$ cat src/rtl/intc_pkg.sv
package intc_pkg;
  localparam int VEC_W     = 16;
  localparam int LVL15_BIT = 15;
  localparam int TIMER_BIT = 14;
  localparam int MDIS_BIT  = 31;
  localparam logic [31:0] SOFT_MASK = 32'hFFFE_0000;
  localparam logic [31:0] CLR_MASK  = SOFT_MASK | (32'd1 << LVL15_BIT);

  typedef struct packed {
    logic mEnable;
    logic mDisable;
    logic mTarget;
    logic cClear;
    logic cSet;
  } strobes_t;

  typedef enum logic [1:0] {
    M_RD_NONE,
    M_RD_PEND,
    M_RD_DIS,
    M_RD_TGT
  } mRdSel_t;

  function automatic logic [3:0] srcLevel(input int s);
    return 4'((s % 15) + 1);
  endfunction
endpackage

$ cat src/rtl/intc_ctrl.sv
module intc_ctrl
  import intc_pkg::*;
#(
  parameter int ADDR_W = 6
) (
  input  logic              mWe,
  input  logic [ADDR_W-1:0] mAddr,
  input  logic              cWe,
  input  logic [ADDR_W-1:0] cAddr,
  output strobes_t          strb,
  output mRdSel_t           mRdSel,
  output logic              cRdPend
);
  localparam int WORD_W = ADDR_W - 2;

  logic [WORD_W-1:0] mWord;
  logic [WORD_W-1:0] cWord;
  logic              mAligned;
  logic              cAligned;

  assign mWord    = mAddr[ADDR_W-1:2];
  assign cWord    = cAddr[ADDR_W-1:2];
  assign mAligned = (mAddr[1:0] == 2'b00);
  assign cAligned = (cAddr[1:0] == 2'b00);

  always_comb begin
    strb = '0;
    if (mWe && mAligned) begin
      case (mWord)
        WORD_W'(2): strb.mEnable  = 1'b1;
        WORD_W'(3): strb.mDisable = 1'b1;
        WORD_W'(4): strb.mTarget  = 1'b1;
        default: ;
      endcase
    end
    if (cWe && cAligned) begin
      case (cWord)
        WORD_W'(1): strb.cClear = 1'b1;
        WORD_W'(2): strb.cSet   = 1'b1;
        default: ;
      endcase
    end
  end

  always_comb begin
    mRdSel = M_RD_NONE;
    if (mAligned) begin
      case (mWord)
        WORD_W'(0): mRdSel = M_RD_PEND;
        WORD_W'(1): mRdSel = M_RD_DIS;
        WORD_W'(4): mRdSel = M_RD_TGT;
        default:    mRdSel = M_RD_NONE;
      endcase
    end
  end

  assign cRdPend = cAligned && (cWord == '0);
endmodule

$ cat src/rtl/intc_datapath.sv
module intc_datapath
  import intc_pkg::*;
#(
  parameter int NUM_CPUS = 4,
  parameter int NUM_SRC  = 20,
  parameter int CPU_W    = $clog2(NUM_CPUS)
) (
  input  logic                  clk,
  input  logic                  rstN,
  input  strobes_t              strb,
  input  mRdSel_t               mRdSel,
  input  logic                  cRdPend,
  input  logic [CPU_W-1:0]      cSel,
  input  logic [31:0]           mWdata,
  input  logic [31:0]           cWdata,
  input  logic [NUM_SRC-1:0]    sysIrq,
  input  logic [NUM_CPUS-1:0]   timerIrq,
  input  logic [NUM_CPUS-1:0]   lvl15Irq,
  output logic [31:0]           mRdata,
  output logic [31:0]           cRdata,
  output logic [NUM_CPUS*15-1:0] irlOut,
  output logic [NUM_SRC-1:0]    sysPendO,
  output logic [31:0]           disO,
  output logic [CPU_W-1:0]      tgtO,
  output logic [NUM_CPUS*32-1:0] cpuPendO
);
  localparam logic [31:0] VALID_MASK =
    32'((64'd1 << NUM_SRC) - 64'd1) | (32'd1 << MDIS_BIT);

  logic [NUM_SRC-1:0]    sysPend;
  logic [31:0]           disReg;
  logic [CPU_W-1:0]      tgtCpu;
  logic [31:0]           cpuPend [NUM_CPUS];
  logic [31:0]           nxtPend [NUM_CPUS];
  logic [VEC_W-1:0]      vec     [NUM_CPUS];
  logic [NUM_SRC-1:0]    livePend;
  logic [NUM_CPUS*15-1:0] irlQ;
  logic [31:0]           mVal;

  assign mVal     = mWdata & VALID_MASK;
  assign livePend = sysPend & ~disReg[NUM_SRC-1:0];

  always_comb begin
    for (int i = 0; i < NUM_CPUS; i++) begin
      nxtPend[i] = cpuPend[i];
      if (cSel == CPU_W'(i)) begin
        if (strb.cClear) nxtPend[i] = nxtPend[i] & ~(cWdata & CLR_MASK);
        if (strb.cSet)   nxtPend[i] = nxtPend[i] | (cWdata & SOFT_MASK);
      end
      if (lvl15Irq[i]) nxtPend[i][LVL15_BIT] = 1'b1;
      nxtPend[i][TIMER_BIT] = timerIrq[i];

      vec[i] = '0;
      if (tgtCpu == CPU_W'(i)) begin
        for (int s = 0; s < NUM_SRC; s++) begin
          if (livePend[s]) vec[i][srcLevel(s)] = 1'b1;
        end
      end
      if (!disReg[MDIS_BIT]) begin
        vec[i][LVL15_BIT] = vec[i][LVL15_BIT] | cpuPend[i][LVL15_BIT];
        vec[i][TIMER_BIT] = vec[i][TIMER_BIT] | cpuPend[i][TIMER_BIT];
      end
      vec[i] = vec[i] | cpuPend[i][31:16];
      vec[i][0] = 1'b0;
    end
  end

  always_ff @(posedge clk or negedge rstN) begin
    if (!rstN) begin
      sysPend <= '0;
      disReg  <= '0;
      tgtCpu  <= '0;
      irlQ    <= '0;
      for (int i = 0; i < NUM_CPUS; i++) cpuPend[i] <= '0;
    end else begin
      sysPend <= sysIrq;
      if (strb.mEnable)       disReg <= disReg & ~mVal;
      else if (strb.mDisable) disReg <= disReg | mVal;
      if (strb.mTarget) tgtCpu <= mWdata[CPU_W-1:0];
      for (int i = 0; i < NUM_CPUS; i++) begin
        cpuPend[i] <= nxtPend[i];
        if (irlQ[i*15 +: 15] != vec[i][15:1]) irlQ[i*15 +: 15] <= vec[i][15:1];
      end
    end
  end

  always_comb begin
    case (mRdSel)
      M_RD_PEND: mRdata = 32'(sysPend);
      M_RD_DIS:  mRdata = disReg;
      M_RD_TGT:  mRdata = 32'(tgtCpu);
      default:   mRdata = '0;
    endcase
  end

  assign cRdata = cRdPend ? cpuPend[cSel] : '0;
  assign irlOut = irlQ;

  assign sysPendO = sysPend;
  assign disO     = disReg;
  assign tgtO     = tgtCpu;
  generate
    for (genvar g = 0; g < NUM_CPUS; g++) begin : g_flat
      assign cpuPendO[g*32 +: 32] = cpuPend[g];
    end
  endgenerate
endmodule

$ cat src/rtl/intc_top.sv
module intc_top
  import intc_pkg::*;
#(
  parameter int NUM_CPUS = 4,
  parameter int NUM_SRC  = 20,
  parameter int ADDR_W   = 6,
  parameter int CPU_W    = $clog2(NUM_CPUS)
) (
  input  logic                   clk,
  input  logic                   rstN,
  input  logic [NUM_SRC-1:0]     sysIrq,
  input  logic [NUM_CPUS-1:0]    timerIrq,
  input  logic [NUM_CPUS-1:0]    lvl15Irq,
  input  logic                   mWe,
  input  logic [ADDR_W-1:0]      mAddr,
  input  logic [31:0]            mWdata,
  output logic [31:0]            mRdata,
  input  logic                   cWe,
  input  logic [CPU_W-1:0]       cSel,
  input  logic [ADDR_W-1:0]      cAddr,
  input  logic [31:0]            cWdata,
  output logic [31:0]            cRdata,
  output logic [NUM_CPUS*15-1:0] irlOut
);
  strobes_t              strb;
  mRdSel_t               mRdSel;
  logic                  cRdPend;
  logic [NUM_SRC-1:0]    sysPend;
  logic [31:0]           disReg;
  logic [CPU_W-1:0]      tgtCpu;
  logic [NUM_CPUS*32-1:0] cpuPend;

  intc_ctrl #(.ADDR_W(ADDR_W)) ctrl_i (
    .mWe(mWe), .mAddr(mAddr), .cWe(cWe), .cAddr(cAddr),
    .strb(strb), .mRdSel(mRdSel), .cRdPend(cRdPend)
  );

  intc_datapath #(.NUM_CPUS(NUM_CPUS), .NUM_SRC(NUM_SRC), .CPU_W(CPU_W)) dp_i (
    .clk(clk), .rstN(rstN), .strb(strb), .mRdSel(mRdSel), .cRdPend(cRdPend),
    .cSel(cSel), .mWdata(mWdata), .cWdata(cWdata), .sysIrq(sysIrq),
    .timerIrq(timerIrq), .lvl15Irq(lvl15Irq), .mRdata(mRdata), .cRdata(cRdata),
    .irlOut(irlOut), .sysPendO(sysPend), .disO(disReg), .tgtO(tgtCpu),
    .cpuPendO(cpuPend)
  );
endmodule

$ cat config.mk
export PLATFORM = sky130hd
export DESIGN_NAME = intc_top
export DESIGN_NICKNAME = d
export VERILOG_FILES = /design/src/rtl/intc_pkg.sv /design/src/rtl/intc_ctrl.sv /design/src/rtl/intc_datapath.sv /design/src/rtl/intc_top.sv
export SDC_FILE = /design/constraint.sdc
export NUM_CORES = 1
export LEC_CHECK = 0
export BUFFER_PORTS_ARGS = -buffer_cell sky130_fd_sc_hd__buf_2
export CAP_MARGIN = 0
export CORE_MARGIN = 10
export CORE_UTILIZATION = 40
export CTS_CLUSTER_DIAMETER = 50
export DETAILED_ROUTE_END_ITERATION = 7
export PLACE_DENSITY = 0.7
export SYNTH_ARGS = -nofsm -noshare
export SYNTH_HDL_FRONTEND = slang
export SYNTH_SLANG_ARGS = --single-unit
export TNS_END_PERCENT = 1
$ cat constraint.sdc
create_clock -name clk -period 1.2 [get_ports clk]
set_input_delay 0 -clock clk [delete_from_list [all_inputs] [get_ports clk]]
set_output_delay 0 -clock clk [all_outputs]
set_load 0.005 [all_outputs]
==> impl_summary.md <==
Critical path
The maximum fanout count along the critical path is 2. The worst setup path is captured at a primary output. STA puts the critical path data required time at 1.20 ns. The number of buffers and inverters on the critical path is 1. The kind of cell with the highest combined delay along the critical path is multiplexers. The kind of launch point of the worst setup path is a register.

At the worst endpoint, the arrival time is 1.61 ns. Traced cell by cell, the critical path runs through mux4_2 > and3_4 > buf_6. The worst setup path is of the reg2out kind. For this run, the slowest stage of the critical path takes 0.49 ns.

The standard cell with the maximum stage delay on the critical path is sky130_fd_sc_hd__mux4_2.

Outcome
The checks that failed: setup timing. The run finished, with violations left.

Detailed routing
In the routed design, unresolved DRC markers number 0. The detailed router placed 6606 vias in this run. For this block, the initial DRC count from the detailed router was 436. The detailed-routing iteration count for the pre-antenna-repair pass is 5. The detail route stage leaves a number of antenna-violating nets equal to 0. After detailed routing, the average wire length per cell comes to 20.7 um. Wires add up to 25400 um.

After detailed routing, the number of vias per cell comes to 5.39.

Placement
The count of buffers added on input and output ports is 180. Detailed placement finished with a half-perimeter wire length of 17500 um. The cell count after placement is 1117. The congestion estimate from routability-driven global placement came to 0.910.

CTS
The number of clock buffers inserted by TritonCTS is 17. Clock-pin slew was measured on the worst setup and hold paths at 0.07 ns. The H-tree was split into 4 levels. The CTS tree is yes. Clock latency on the worst-skew pair, taken at its later pin, is 0.43 ns. The number of clock sinks is 171. No sink is reached through more buffers than the 2 on the longest clock path. In this run the clock root is driven by a sky130_fd_sc_hd__clkbuf_16.

Timing
The total count of max-transition violations in the final report is 0. The routed design could run at a clock period as short as between 1.5 and 2 ns. The final number of hold-violating endpoints is 0.

The setup total negative slack is -7.21 ns. Across all setup checks in the final design, the least slack found is -0.409 ns. The part of the cycle the worst path needs is 1.34. Setup repair after global routing could not meet its margin everywhere.

The final-report setup violation count is 29. Based on the critical path, the design can be clocked at up to ~620 MHz. For the pin with the worst max-slew slack, the measured transition is 0.554 ns. For the final database, setup skew stands at 0.00678 ns. The relative slew slack is 0.630.

Synthesis
The average instance area after synthesis is 12.4 um^2. The post-synthesis cell count is 618. For this run, the number of Yosys warnings is 0. The total standard cell area after synthesis is 7680 um^2.

The sequential share of the synthesized area is 0.557. The distinct cell type count of the synthesized netlist is 39. The synthesized design contains 171 register bits.

Finish
The share of layout cells above drive strength 1 is 0.451. The net count of the finished layout is 1063. Once layout is complete, the utilization of the core stands at 0.599. The footprint of the multi-input gates is 3120 um^2. Registers take roughly 4300 um^2. The number of inserted diodes is 0. The area growth from synthesis to layout is 46.7%.

Fill cells in the final layout number ~1500. The number of standard cells in the layout, taps in and fillers out is 1226.

Die
The die covers 25100 um^2. The initialized floorplan defines 50 standard-cell rows. From bottom edge to top edge, the die measures 159 um.

The count of pins on the block boundary is 234. For this configuration, the core starts out at a cell density of 0.408. The x dimension of the die is around 160 um. The core area is ~19000 um^2.

Global route
The first global-routing pass estimated around 40000 um of wire. The via count of the first global-routing pass is just over 7000. After global routing the overflow that remains totals 0. The largest net degree at the start of global routing is 41.

The initial antenna violation count came to 0. The total routing usage reported by global routing is 0.204.

Run
Across the run, the number of max-cap violations was 0.

Power and ir drop
In this run the power density over the cells is roughly 1300 nW/um^2. Across the VDD grid, the largest voltage drop is 1.06 mV. The analysis attributes to cell leakage a power of 5.80 nW.

Hold path
The worst hold path belongs to the class in2async.
layout by cell type, fill, tap and decap left out, types with 3 or more instances in the layout:
master / netlist / final
sky130_fd_sc_hd__dfrtp_1: 171 / 169
sky130_fd_sc_hd__buf_2: 9 / 162
sky130_fd_sc_hd__buf_4: 28 / 113
sky130_fd_sc_hd__dlygate4sd3_1: 0 / 67
sky130_fd_sc_hd__a22o_1: 65 / 65
sky130_fd_sc_hd__nand4_1: 64 / 64
sky130_fd_sc_hd__a21o_1: 56 / 56
sky130_fd_sc_hd__conb_1: 1 / 26
sky130_fd_sc_hd__mux2_2: 23 / 23
sky130_fd_sc_hd__nand3_1: 21 / 21
sky130_fd_sc_hd__buf_12: 0 / 20
sky130_fd_sc_hd__buf_6: 4 / 19
sky130_fd_sc_hd__mux4_2: 17 / 17
sky130_fd_sc_hd__clkbuf_16: 0 / 17
sky130_fd_sc_hd__and3_4: 0 / 14
sky130_fd_sc_hd__a22o_2: 13 / 13
sky130_fd_sc_hd__inv_1: 12 / 12
sky130_fd_sc_hd__nor2b_1: 11 / 8
sky130_fd_sc_hd__a21oi_1: 10 / 8
sky130_fd_sc_hd__o21ai_0: 6 / 6
sky130_fd_sc_hd__inv_6: 0 / 6
sky130_fd_sc_hd__nand3b_1: 5 / 5
sky130_fd_sc_hd__o22ai_1: 5 / 5
sky130_fd_sc_hd__nand2b_1: 4 / 4
sky130_fd_sc_hd__clkinvlp_4: 0 / 4
sky130_fd_sc_hd__and3_1: 17 / 3
sky130_fd_sc_hd__nand2_1: 3 / 3
cell families (layout without fill, tap and decap cells):
group,Yosys count,after routing,share of synthesized area
buffers and inverters,102,425,0.0712
DFF,171,171,0.557
AOI/OAI and AO/OA,159,159,0.164
muxes,40,40,0.0836
and+or+nand+nor,145,145,0.123
other,1,26,0.000488
metal layers:
metal / up-vias / track usage / wire (um)
li1: 2962 / - / -
met1: 3289 / 0.249 / 10000
met2: 313 / 0.340 / 12600
met3: 42 / 0.0564 / 2210
met4: 0 / 0.0728 / 547
met5: - / 0 / 0
synthesized netlist by cell type:
master,count,area [um^2]
sky130_fd_sc_hd__dfrtp_1,171,4280
sky130_fd_sc_hd__a22o_1,65,569
sky130_fd_sc_hd__nand4_1,64,400
sky130_fd_sc_hd__a21o_1,56,420
sky130_fd_sc_hd__buf_4,28,210
sky130_fd_sc_hd__clkbuf_1,28,105
sky130_fd_sc_hd__mux2_2,23,259
sky130_fd_sc_hd__nand3_1,21,105
sky130_fd_sc_hd__and3_1,17,106
sky130_fd_sc_hd__mux4_2,17,383
sky130_fd_sc_hd__clkbuf_2,14,70.1
sky130_fd_sc_hd__a22o_2,13,130
sky130_fd_sc_hd__inv_1,12,45.0
sky130_fd_sc_hd__nor2b_1,11,68.8
sky130_fd_sc_hd__a21oi_1,10,50.1
sky130_fd_sc_hd__buf_2,9,45.0
sky130_fd_sc_hd__buf_1,7,26.3
sky130_fd_sc_hd__o21ai_0,6,30.0
sky130_fd_sc_hd__nand3b_1,5,37.5
sky130_fd_sc_hd__o22ai_1,5,31.3
sky130_fd_sc_hd__buf_6,4,45.0
sky130_fd_sc_hd__nand2b_1,4,25.0
sky130_fd_sc_hd__nand2_1,3,11.3
sky130_fd_sc_hd__a211o_1,2,17.5
sky130_fd_sc_hd__and2_1,2,12.5
sky130_fd_sc_hd__nor2_1,2,7.51
sky130_fd_sc_hd__nor3_1,2,10.0
sky130_fd_sc_hd__nor3_4,2,32.5
sky130_fd_sc_hd__nor4_1,2,12.5
sky130_fd_sc_hd__nor4bb_1,2,20.0
sky130_fd_sc_hd__o31ai_1,2,15.0
sky130_fd_sc_hd__or4b_4,2,27.5
sky130_fd_sc_hd__and4_1,1,8.76
sky130_fd_sc_hd__and4bb_2,1,12.5
sky130_fd_sc_hd__conb_1,1,3.75
sky130_fd_sc_hd__nor3b_4,1,18.8
sky130_fd_sc_hd__nor4b_1,1,8.76
sky130_fd_sc_hd__nor4b_2,1,15.0
sky130_fd_sc_hd__or2_2,1,6.26
what timing repair did:
action                     in CTS  in global routing
resized for setup              34                 12
buffers inserted                6                  4
hold endpoints to repair      282                  0
pin swaps                      10                 15
setup endpoints to repair      43                 46
hold buffers                   67                  0
power breakdown:
part / internal, mW / switching (mW)
Clock: 2.75 / 2.42
Combinational: 1.24 / 1.18
Sequential: 6.27 / 0.234
final timing paths:
check	from	to	slack, ns	cells after the start
worst max register to register	dp_i.tgtO[0]	dp_i.irlOut[32]	0.04	4
worst max-delay path	register	cRdata[18]	-0.41	3
min in group clk	mAddr[2]	register	0.10	3
worst min register to register	dp_i.cpuPendO[14]	dp_i.irlOut[13]	0.52	2
max in group asynchronous	rstN	dp_i.tgtO[0]	0.60	3
worst min-delay path	rstN	dp_i.irlOut[13]	0.07	2
worst register-to-register path, cell delays in order (launching register included):
cell	delay (ns)
sky130_fd_sc_hd__dfrtp_2	0.41
sky130_fd_sc_hd__buf_4	0.16
sky130_fd_sc_hd__nor2b_1	0.20
sky130_fd_sc_hd__buf_12	0.19
sky130_fd_sc_hd__a21o_1	0.14
through the flow:
step / power (mW) / hold WS, ns / instance area (um^2) / setup slack [ns]
after floorplan: 7.54 / -0.296 / 7780 / -0.0419
after global routing: 14.7 / 0.0949 / 11300 / -0.445
after detailed placement: 8.78 / -0.0443 / 9740 / -0.149
after CTS: 14.1 / 0.0450 / 11200 / -0.418
final: 14.1 / 0.0668 / 11300 / -0.409
after global placement: 8.75 / -0.0432 / 9740 / -0.135
layout make-up:
type                    count  share of cell area
clock buffers              18              0.0390
clock inverters            14             0.00999
inverters                  12             0.00400
multi-input cells         370               0.277
flip-flops and latches    171               0.380
well taps                 260              0.0289
repair buffers            381               0.261
Note: power is estimated with default switching activity, not from simulation.
